==> config.mk <==
export PLATFORM = sky130hd
export DESIGN_NAME = dual_tone_gen
export DESIGN_NICKNAME = d
export VERILOG_FILES = /design/src/rtl/dtg_pkg.sv /design/src/rtl/dtg_frame.sv /design/src/rtl/dtg_channel.sv /design/src/rtl/dual_tone_gen.sv
export SDC_FILE = /design/constraint.sdc
export NUM_CORES = 1
export LEC_CHECK = 0
export ABC_AREA = 1
export BUFFER_PORTS_ARGS = -buffer_cell sky130_fd_sc_hd__buf_2
export CAP_MARGIN = 0
export CORE_ASPECT_RATIO = 0.9
export CORE_MARGIN = 3
export CORE_UTILIZATION = 60
export CTS_CLUSTER_SIZE = 12
export DETAILED_ROUTE_END_ITERATION = 16
export PLACE_DENSITY = 0.79
export SETUP_SLACK_MARGIN = 0.1
export SYNTH_ARGS = -nofsm -noshare
export SYNTH_HDL_FRONTEND = slang
export SYNTH_SLANG_ARGS = --single-unit
==> constraint.sdc <==
create_clock -name clk -period 1.6 [get_ports clk]
set_input_delay 0.16 -clock clk [delete_from_list [all_inputs] [get_ports clk]]
set_output_delay 0.16 -clock clk [all_outputs]
set_load 0.05 [all_outputs]
==> src/rtl/dtg_pkg.sv <==
package dtg_pkg;
    parameter int unsigned DTG_CH    = 2;
    parameter int unsigned DTG_TMR_W = 12;
    parameter int unsigned DTG_LVL_W = 4;
endpackage

==> src/rtl/dtg_frame.sv <==
module dtg_frame #(
    parameter int unsigned LVL_W = dtg_pkg::DTG_LVL_W
) (
    input  logic             clk,
    input  logic             rst_n,
    output logic [LVL_W-1:0] frame
);
    typedef struct packed {
        logic [LVL_W-1:0] step;
    } frame_t;

    frame_t fr_d, fr_q;

    always_comb begin
        fr_d      = fr_q;
        fr_d.step = fr_q.step + LVL_W'(1);
    end

    always_ff @(posedge clk or negedge rst_n) begin
        if (!rst_n) fr_q <= '0;
        else        fr_q <= fr_d;
    end

    assign frame = fr_q.step;
endmodule

==> src/rtl/dtg_channel.sv <==
module dtg_channel #(
    parameter int unsigned TMR_W = dtg_pkg::DTG_TMR_W,
    parameter int unsigned LVL_W = dtg_pkg::DTG_LVL_W
) (
    input  logic             clk,
    input  logic             rst_n,
    input  logic             per_we,
    input  logic             lvl_we,
    input  logic [TMR_W-1:0] wr_data,
    input  logic             mode,
    input  logic [LVL_W-1:0] frame,
    output logic             tone,
    output logic             tick
);
    typedef struct packed {
        logic [TMR_W-1:0] per;
        logic [TMR_W-1:0] cnt;
        logic [LVL_W-1:0] lvl;
        logic             sq;
    } chan_t;

    chan_t ch_d, ch_q;
    logic  expire;

    always_comb begin
        ch_d   = ch_q;
        expire = (ch_q.cnt == '0);
        if (expire) ch_d.cnt = ch_q.per;
        else        ch_d.cnt = ch_q.cnt - TMR_W'(1);
        if (!mode)       ch_d.sq = 1'b0;
        else if (expire) ch_d.sq = ~ch_q.sq;
        if (per_we) ch_d.per = wr_data;
        if (lvl_we) ch_d.lvl = wr_data[LVL_W-1:0];
    end

    always_ff @(posedge clk or negedge rst_n) begin
        if (!rst_n) ch_q <= '0;
        else        ch_q <= ch_d;
    end

    assign tick = expire;
    assign tone = ch_q.sq & mode & (frame < ch_q.lvl);
endmodule

==> src/rtl/dual_tone_gen.sv <==
module dual_tone_gen #(
    parameter int unsigned CH    = dtg_pkg::DTG_CH,
    parameter int unsigned TMR_W = dtg_pkg::DTG_TMR_W,
    parameter int unsigned LVL_W = dtg_pkg::DTG_LVL_W,
    localparam int unsigned ADDR_W = $clog2(2 * CH)
) (
    input  logic              clk,
    input  logic              rst_n,
    input  logic              wr_en,
    input  logic [ADDR_W-1:0] wr_addr,
    input  logic [TMR_W-1:0]  wr_data,
    input  logic              tone_mode,
    output logic [CH-1:0]     tone_out,
    output logic [CH-1:0]     tick_irq
);
    logic [LVL_W-1:0] frame;

    dtg_frame #(.LVL_W(LVL_W)) frame_i (
        .clk   (clk),
        .rst_n (rst_n),
        .frame (frame)
    );

    for (genvar c = 0; c < CH; c++) begin : g_ch
        localparam logic [ADDR_W-1:0] PER_A = ADDR_W'(c);
        localparam logic [ADDR_W-1:0] LVL_A = ADDR_W'(CH + c);
        logic per_we, lvl_we;

        assign per_we = wr_en && (wr_addr == PER_A);
        assign lvl_we = wr_en && (wr_addr == LVL_A);

        dtg_channel #(.TMR_W(TMR_W), .LVL_W(LVL_W)) chan_i (
            .clk     (clk),
            .rst_n   (rst_n),
            .per_we  (per_we),
            .lvl_we  (lvl_we),
            .wr_data (wr_data),
            .mode    (tone_mode),
            .frame   (frame),
            .tone    (tone_out[c]),
            .tick    (tick_irq[c])
        );
    end
endmodule


# Word-level counts from Yosys, hierarchy flattened
# Cells that the tools add are included.
# W data, S select, Z words.
classes:
  eq_ne: 5
  n_reduce_logical: 7
  n_mux: 6
  add_sub_neg: 3
  magnitude_cmp: 2
  bitwise: 6
op_table:
  columns: ["op", "count"]
  rows:
  - ["$logic_not A12 Y1", 2]
  - ["$mux W12", 2]
  - ["$sub A12 B1 Y12 const B", 2]
  - ["$lt A4 B4 Y1", 2]
  - ["$add A4 B1 Y4 const B", 1]
  - ["$and A1 B1 Y1", 4]
  - ["$eq A2 B2 Y1 const B", 2]
  - ["$logic_and A1 B1 Y1", 4]
  - ["$mux W1", 4]
  - ["$ne A2 B1 Y1 const B", 2]
  - ["$eq A2 B1 Y1 const B", 1]
  - ["$logic_not A2 Y1", 1]
  - ["$not A1 Y1", 2]
totals:
  reg_bits: 62
  word_cells: 38

# Logic depth before layout (Yosys ltp)
# Gate-level depths: netlist of the first run.
depth:
  depth_word: 3
  depth_mapped: 9

# Modules after synthesis
# Synthesis of the first run repeated with hierarchy kept, for this count alone.
unflattened:
  hier_cells: 386
  area_unflattened_um2: 3225.6
modules_own_cells:
  columns: ["module", "seq_area_each_um2", "area_each_um2", "instances", "cells_each"]
  rows:
  - ["dtg_channel", 725.7, 1524.0, 2, 183]
  - ["dtg_frame", 100.1, 147.6, 1, 12]
  - ["dual_tone_gen", 0.0, 30.0, 1, 8]

# Worst setup path after synthesis of the first run
# OpenSTA, ideal clock, no wires.
synth_timing:
  path_kind: "register to output"
  startpoint: "register g_ch[0].chan_i.ch_q[5] (netlist name)"
  endpoint: "output port tick_irq[0]"
  t_arrival_ps: 1345
  stages_incl_launch_ff: 9
  setup_slack_ps: 95
  cell_sequence: "dfrtp_1 > inv_1 > ha_1 > nand3_1 > nor2_4 > nand2_4 > clkinv_4 > buf_12 > buf_4"
synth_between:
  elab_chain_len: 1
synth_lines:
  columns: ["element", "line", "text"]
  rows:
  - ["from (decl)", "dtg_channel.sv:22", "chan_t ch_d, ch_q;"]
  - ["from (signal assigned)", "dtg_channel.sv:38", "else ch_q <= ch_d;"]
  - ["$logic_not A12 Y1", "dtg_channel.sv:27", "expire = (ch_q.cnt == '0);"]
  - ["to (decl)", "dual_tone_gen.sv:14", "output logic [CH-1:0] tick_irq"]
# No other way between the ends.

# Worst setup path in the final report of the first run
layout_timing:
  startpoint: "register frame_i.fr_q, in the netlist frame_i.frame[1]"
  endpoint: "output port tone_out[1]"
layout_between:
  elab_chain_len: 2
layout_lines:
  columns: ["element", "line", "text"]
  rows:
  - ["from (decl)", "dtg_frame.sv:12", "frame_t fr_d, fr_q;"]
  - ["from (signal assigned)", "dtg_frame.sv:21", "else fr_q <= fr_d;"]
  - ["$lt A4 B4 Y1", "dtg_channel.sv:42", "assign tone = ch_q.sq & mode & (frame < ch_q.lvl);"]
  - ["$and A1 B1 Y1", "dtg_channel.sv:42", null]
  - ["to (decl)", "dual_tone_gen.sv:13", "output logic [CH-1:0] tone_out,"]
# No other way between the ends.

==> reports/qor.csv, run 1 <==
metric;value;unit
Setup crit end kind;output pin;
initial antenna violation count;0;
Slew @ Worst Pin;0.332;ns
hold_ws;0.0820;ns
clk buf depth;2;
PwrDens;1600;nW/um2
Die ar.;6240;um2
clk slew on worst S/H paths;0.07;ns
Row Count;24;
syn avg cell area;8.05;um2
Filler Cell Count;331;
class of the worst hold path;in -> reg;
unrepaired setup endpoints after global routing;true;
Cells after Synth;397;
critical path fanouts, max;3;
Synth Net Count;426;
leakage;0.00200;uW
fin cells;516;
drt first pass iters;5;
IR drop worst, VDD;0.827;mV
fin worst setup slack;-0.132;ns
failing checks;setup timing;
Crit path required time;1.44;ns
Max Slew Vio Count;0;
Yosys cell types;27;
synthesis-to-layout area growth;23.4;%
vias in the first global route;2543;
wire length on met3;620;um
number of port buffers;21;
period utilisation layout;1.08;
area occupied by multi-input gates;1540;um2
Avg WL per Cell;15.8;um
Yosys Warn Count;0;
Tmin final;1.73;ns
GR Overflow Total;0;
#FFs+latches synth;62;
top layer in use;met4;
Iter 0 DRT Violations;182;
vias;2871;
layout cell share with drive strength beyond 1;0.275;
synth top area cells;dfrtp_1 49%, nand2_1 15%, o21ai_0 6.3%, inv_1 4.9%, ha_1 4.3%;
largest net degree at the start of global routing;63;
Max-cap violations;0;
sequential area share after synthesis;0.486;
DRC;0;
Synth top area share;0.486;
Placed Cells incl. Taps;479;
CP startpoint kind;flip-flop;
HPWL Detailed;4.43;mm
Core ar.;4980;um2
total CTS buffers;9;
ant diodes;0;
Total GRT Usage;0.244;
Starting Density;0.641;
I/O pin cnt;22;
GP Congestion;0.858;
Mapped Area;3200;um2
Final Hold Fails;0;
final net count;476;
Data arrival, critical path;1.57;ns
Setup Skew;0.00851;ns
clock sink count;62;
Die Y;75.2;um
storage element area;1560;um2
met1 WL;3.34;mm
vias per std cell;5.56;
Max Fclk;577;MHz
Horiz. Die Dim;82.9;um
H-tree lvl count;3;
status;finished with violations;
area leader, netlist;dfrtp_1;
Routed Antenna Nets;0;
Met2 Routed Length;3.93;mm
clock latency on the worst-skew pair;0.34;ns
final setup fails;4;
CTS tree;yes;
critical path class;reg -> out;
Slew HR;0.779;
Root Driver;clkbuf_8;
first-pass GRT wire length;11.8;mm
post-layout util;0.791;
Post-Route WL;8.14;mm
==> report_power, final <==
part           internal (uW)  leakage [uW]  switching [uW]  total [uW]
logic                   1060       0.00114            1460        2520
clock network            748     0.0000952             599        1350
registers               2010      0.000763             426        2440
total                   3820       0.00200            2480        6310
==> metrics by stage <==
step                instance area (um2)  power [uW]  worst slack [ns]  setup TNS (ns)
CTS                                3720        5750            -0.168          -0.417
global placement                   3350        4040             0.127               0
floorplan                          3200        3680             0.117               0
detailed placement                 3350        4110            0.0665               0
global route                       3940        6640            -0.189          -0.551
finish                             3940        6310            -0.132          -0.332
==> cell type report <==
class | count | share of cell area
timing repair buffer | 49 | 0.100
inverter | 46 | 0.0457
sequential | 62 | 0.395
clock buffer | 11 | 0.0359
clock inverter | 4 | 0.0121
tap | 65 | 0.0206
multi-input combinational | 279 | 0.391
==> timing repair <==
action	4_1_cts	5_1_grt
endpoints found under the setup margin	10	15
buffers inserted	9	11
pin swaps	13	8
gates cloned	0	1
gates resized for setup	30	28
hold buffers	1	0
hold endpoints to repair	62	0
==> cell families (layout without fill, tap and decap cells) <==
logic type      Yosys count  count (layout)  synth area share
xor+xnor                  7               7            0.0192
flops                    62              62             0.486
compound gates           51              51            0.0865
fa+ha+maj                11              11            0.0431
simple gates            210             210             0.282
buf+inv                  56             110            0.0838
==> state kept, by name, indices dropped and copies added (netlist names) <==
register,count
g_ch.chan_i.ch_q,58
frame_i.frame,4
==> path summary, 6_finish.rpt <==
check,startpoint,depth (start not counted),end,slack (ns)
setup / recovery,frame_i.frame[1]$_DFF_PN0_,5,tone_out[1],-0.13
hold / removal,tone_mode,3,g_ch[1].chan_i.ch_q[0]$_DFFE_PN0P_,0.08
setup reg to reg,g_ch[1].chan_i.ch_q[5]$_DFF_PN0_,10,g_ch[1].chan_i.ch_q[14]$_DFF_PN0_,0.09
hold reg to reg,g_ch[0].chan_i.ch_q[21]$_DFFE_PN0P_,2,g_ch[0].chan_i.ch_q[9]$_DFF_PN0_,0.48
max in group asynchronous,rst_n,3,frame_i.frame[3]$_DFF_PN0_,0.95
min in group asynchronous,rst_n,3,g_ch[1].chan_i.ch_q[9]$_DFF_PN0_,0.36
==> layout by cell type (no fill, tap or decap), types with 5 or more instances in the layout <==
master / synthesis / routed
o21ai_0: 40 / 38
inv_1: 42 / 34
xnor2_1: 5 / 5
nand3_1: 21 / 19
nand2_1: 129 / 125
inv_2: 2 / 10
nor2_1: 36 / 30
clkbuf_8: 0 / 10
buf_4: 4 / 22
nand2_2: 10 / 14
nor2_4: 3 / 6
buf_2: 2 / 17
dfrtp_1: 62 / 58
o21ai_2: 5 / 5
ha_4: 0 / 7
nor2_2: 4 / 7
==> layer usage <==
layer,global-route usage,vias to the layer above
met1,0.303,1360
met5,0,-
li1,-,1335
met4,0.0780,0
met3,0.0722,24
met2,0.419,152
==> worst max-delay path, cell delays in order, from the launching register on <==
cell and delay [ns]:
dfrtp_2 0.46, ha_4 0.23, a21oi_2 0.15, o21ai_1 0.07, nor2_1 0.14, buf_6 0.18
==> cell usage after synthesis <==
cell      number
a21oi_1        5
and2_1         1
and3_1         2
buf_12         2
buf_2          2
buf_4          4
clkbuf_1       2
clkinv_4       1
dfrtp_1       62
ha_1          11
inv_1         42
inv_2          2
inv_4          1
nand2_1      129
nand2_2       10
nand2_4        2
nand3_1       21
nand3b_1       1
nand4_1        1
nor2_1        36
nor2_2         4
nor2_4         3
o21ai_0       40
o21ai_2        5
o21bai_1       1
xnor2_1        5
xor2_1         2
(Power assumes the default switching activity.)
==> inputs of run 2 (changes only) <==
Settings changed: ABC_AREA 1 to default, CORE_UTILIZATION 60 to 59, PLACE_DENSITY 0.79 to 0.78.
==> run 2 against run 1 <==
Net effect:
- the flow still finishes with violations (setup timing)
- combinational power rose by 4%
- utilization rose by 10 points
- first-iteration DRC count fell by 3.3%
- flip-flop and latch count did not move
- synthesized area fell by 8.8%
- fmax fell by 19%
- hold slack got worse by 0.022 ns
- clock power fell by 8%
- largest power group unchanged
==> reports/qor.csv, run 2 <==
metric;value;unit;change
status;finished with violations;;
failing checks;setup timing;;
Placed Cells incl. Taps;360;;-25%
setup tns final;-5.82;ns;-5.49 ns
Post-synth EDFFs;0;;unchanged
Horiz. Die Dim;80.1;um;-3.4%
Core ar.;4600;um2;-7.6%
Tot Pwr;6410;uW;+1.7%
drt first pass iters;4;;-1
ant diodes;0;;unchanged
Main synth FF type;dfrtp_1;;
period utilisation layout;1.34;;+0.255
clk buf depth;2;;unchanged
critical path class;reg -> out;;
initial antenna violation count;0;;unchanged
Final Hold Fails;0;;unchanged
Root Driver;clkbuf_8;;
fin worst setup slack;-0.540;ns;-0.409 ns
Routed Antenna Nets;0;;unchanged
DRC;0;;unchanged
Synth Net Count;283;;-34%
area leader, netlist;dfrtp_1;;
#FFs+latches synth;62;;unchanged
Starting Density;0.633;;-0.00791
vias per std cell;6.11;;+9.8%
critical path fanouts, max;2;;-1
Setup crit end kind;output pin;;
Post-DP Area;3370;um2;+0.52%
Avg WL per Cell;23.5;um;+49%
GP Congestion;0.791;;-7.8%
Yosys cell types;33;;+22%
commonest non-fill, non-tap cell in the layout;dfrtp_1;;
Max-cap violations;0;;unchanged
R2R Setup Slk;-0.38;ns;-0.47 ns
I/O pin cnt;22;;unchanged
sequential area share after synthesis;0.532;;+0.0467
Max Fclk;467;MHz;-19%
HPWL Detailed;4.10;mm;-7.5%
Synth top area share;0.532;;+0.0467
clock latency on the worst-skew pair;0.36;ns;+0.02 ns
Row Count;23;;-4.2%
cell area after layout;4120;um2;+4.5%
clk slew on worst S/H paths;0.07;ns;about the same
Die Y;72.7;um;-3.4%
CTS tree;yes;;
top-count cell post-synth;dfrtp_1;;
clock sink count;62;;unchanged
number of port buffers;21;;unchanged
ys async rst share;1.00;;unchanged
synth top area cells;dfrtp_1 53%, mux2_2 12%, xnor2_1 4.8%, ha_1 4.7%, a21oi_1 2.4%;;
largest net degree at the start of global routing;63;;unchanged
Die ar.;5820;um2;-6.7%
Slew @ Worst Pin;0.386;ns;+0.0543 ns
H-tree lvl count;3;;unchanged
GR Overflow Total;0;;unchanged
Data arrival, critical path;1.98;ns;+0.41 ns
layout cell share with drive strength beyond 1;0.567;;+0.292
vias;2438;;-15%
final setup fails;30;;+26
fin cells;399;;-23%
Post-Route WL;9.36;mm;+15%
Biggest register;g_ch.chan_i.ch_q;;
Slew HR;0.741;;-0.0376
Iter 0 DRT Violations;176;;-3.3%
leakage;0.00183;uW;-8.5%
final net count;361;;-24%
Crit path required time;1.44;ns;about the same
number of flip-flops in the largest register;58;;unchanged
Tmin final;2.14;ns;+0.409 ns
most frequent cells in the layout;60 x dfrtp_1, 44 x buf_4, 32 x mux2_2;;
first-pass GRT wire length;12.0;mm;+1.8%
class of the worst hold path;in -> reg;;
vias in the first global route;2442;;-4.0%
Setup Skew;0.0137;ns;+0.00515 ns
Max Slew Vio Count;0;;unchanged
Yosys Warn Count;0;;unchanged
unrepaired setup endpoints after global routing;true;;
syn avg cell area;11.5;um2;+43%
synthesis-to-layout area growth;41.3;%;
Total GRT Usage;0.287;;+0.0430
CP startpoint kind;flip-flop;;
PwrDens;1560;nW/um2;-2.7%
IR drop worst, VDD;1.13;mV;+36%
list of most frequent post-synthesis cells;62 x dfrtp_1, 32 x mux2_2, 18 x nor2_1, 16 x nand2_1, 16 x xnor2_1;;
Mapped Area;2920;um2;-8.8%
Cells after Synth;254;;-36%
total CTS buffers;9;;unchanged
Filler Cell Count;176;;-47%
## run 2: changes by cell type after synthesis, moves of 16 or more
cell     previous run  this run
o21ai_0            40         9
inv_1              42        12
nand2_1           129        16
mux2_2              0        32
nand3_1            21         5
nor2_1             36        18
## run 2: layout make-up
cell class / instances / area, um2 / area share
tap: 62 / 77.6 / 0.0188
sequential: 62 / 1550 / 0.377
multi-input combinational: 168 / 1620 / 0.394
clock inverter: 4 / 22.5 / 0.00547
inverter: 12 / 45.0 / 0.0109
clock buffer: 12 / 145 / 0.0352
timing repair buffer: 79 / 653 / 0.159
## run 2: kinds of logic (layout without fill, tap and decap cells)
family / Yosys count / after routing / share of synthesized area
compound gates: 34 / 34 / 0.0657
mux: 32 / 32 / 0.124
flops: 62 / 62 / 0.532
simple gates: 69 / 69 / 0.127
xor+xnor: 22 / 22 / 0.0661
fa+ha+maj: 11 / 11 / 0.0472
buf+inv: 24 / 107 / 0.0386
## run 2: power by group
part	switching [uW]	leakage [uW]	internal [uW]	total, uW
sequential	505	0.000742	2040	2540
clock	644	0.0000861	597	1240
combinational	1270	0.00100	1360	2630
total	2420	0.00183	4000	6410
## run 2: critical path: stages (launching register included)
cell and delay, ns:
dfrtp_1 0.41, inv_2 0.08, ha_1 0.13, or4b_4 0.48, nor4_4 0.21, buf_4 0.18, buf_6 0.15
## run 2: final timing paths
path,from,depth (start not counted),endpoint
worst min register to register,g_ch[1].chan_i.ch_q[25]$_DFFE_PN0P_,2,g_ch[1].chan_i.ch_q[13]$_DFF_PN0_
worst min-delay path,wr_data[10],2,g_ch[0].chan_i.ch_q[27]$_DFFE_PN0P_
worst max register to register,g_ch[1].chan_i.ch_q[6]$_DFF_PN0_,8,g_ch[1].chan_i.ch_q[0]$_DFFE_PN0P_
max in group asynchronous,rst_n,3,g_ch[0].chan_i.ch_q[7]$_DFF_PN0_
worst max-delay path,g_ch[1].chan_i.ch_q[6]$_DFF_PN0_,6,tick_irq[1]
min in group asynchronous,rst_n,3,g_ch[1].chan_i.ch_q[15]$_DFF_PN0_
## run 2: metal layers
layer,vias up,GRT usage,routed length (um)
met5,-,0,0
li1,1033,-,-
met4,0,0.129,662
met3,51,0.0790,479
met2,122,0.496,4720
met1,1232,0.333,3500
## run 2: timing repair
action,in CTS,in global routing
pin swaps,21,18
resized for setup,71,41
setup buffers,10,16
cloned,2,0
setup endpoints to repair,30,30
hold buffers,1,0
hold endpoints to repair,62,0
## run 2: per-stage QoR
step / hold slack [ns] / worst slack [ns] / utilization
after floorplan: -0.136 / -0.194 / -
after global placement: 0.193 / -0.192 / 0.732
after detailed placement: 0.191 / -0.270 / 0.732
after CTS: 0.0634 / -0.478 / 0.843
after global routing: 0.0672 / -0.622 / 0.895
final: 0.0597 / -0.540 / 0.895
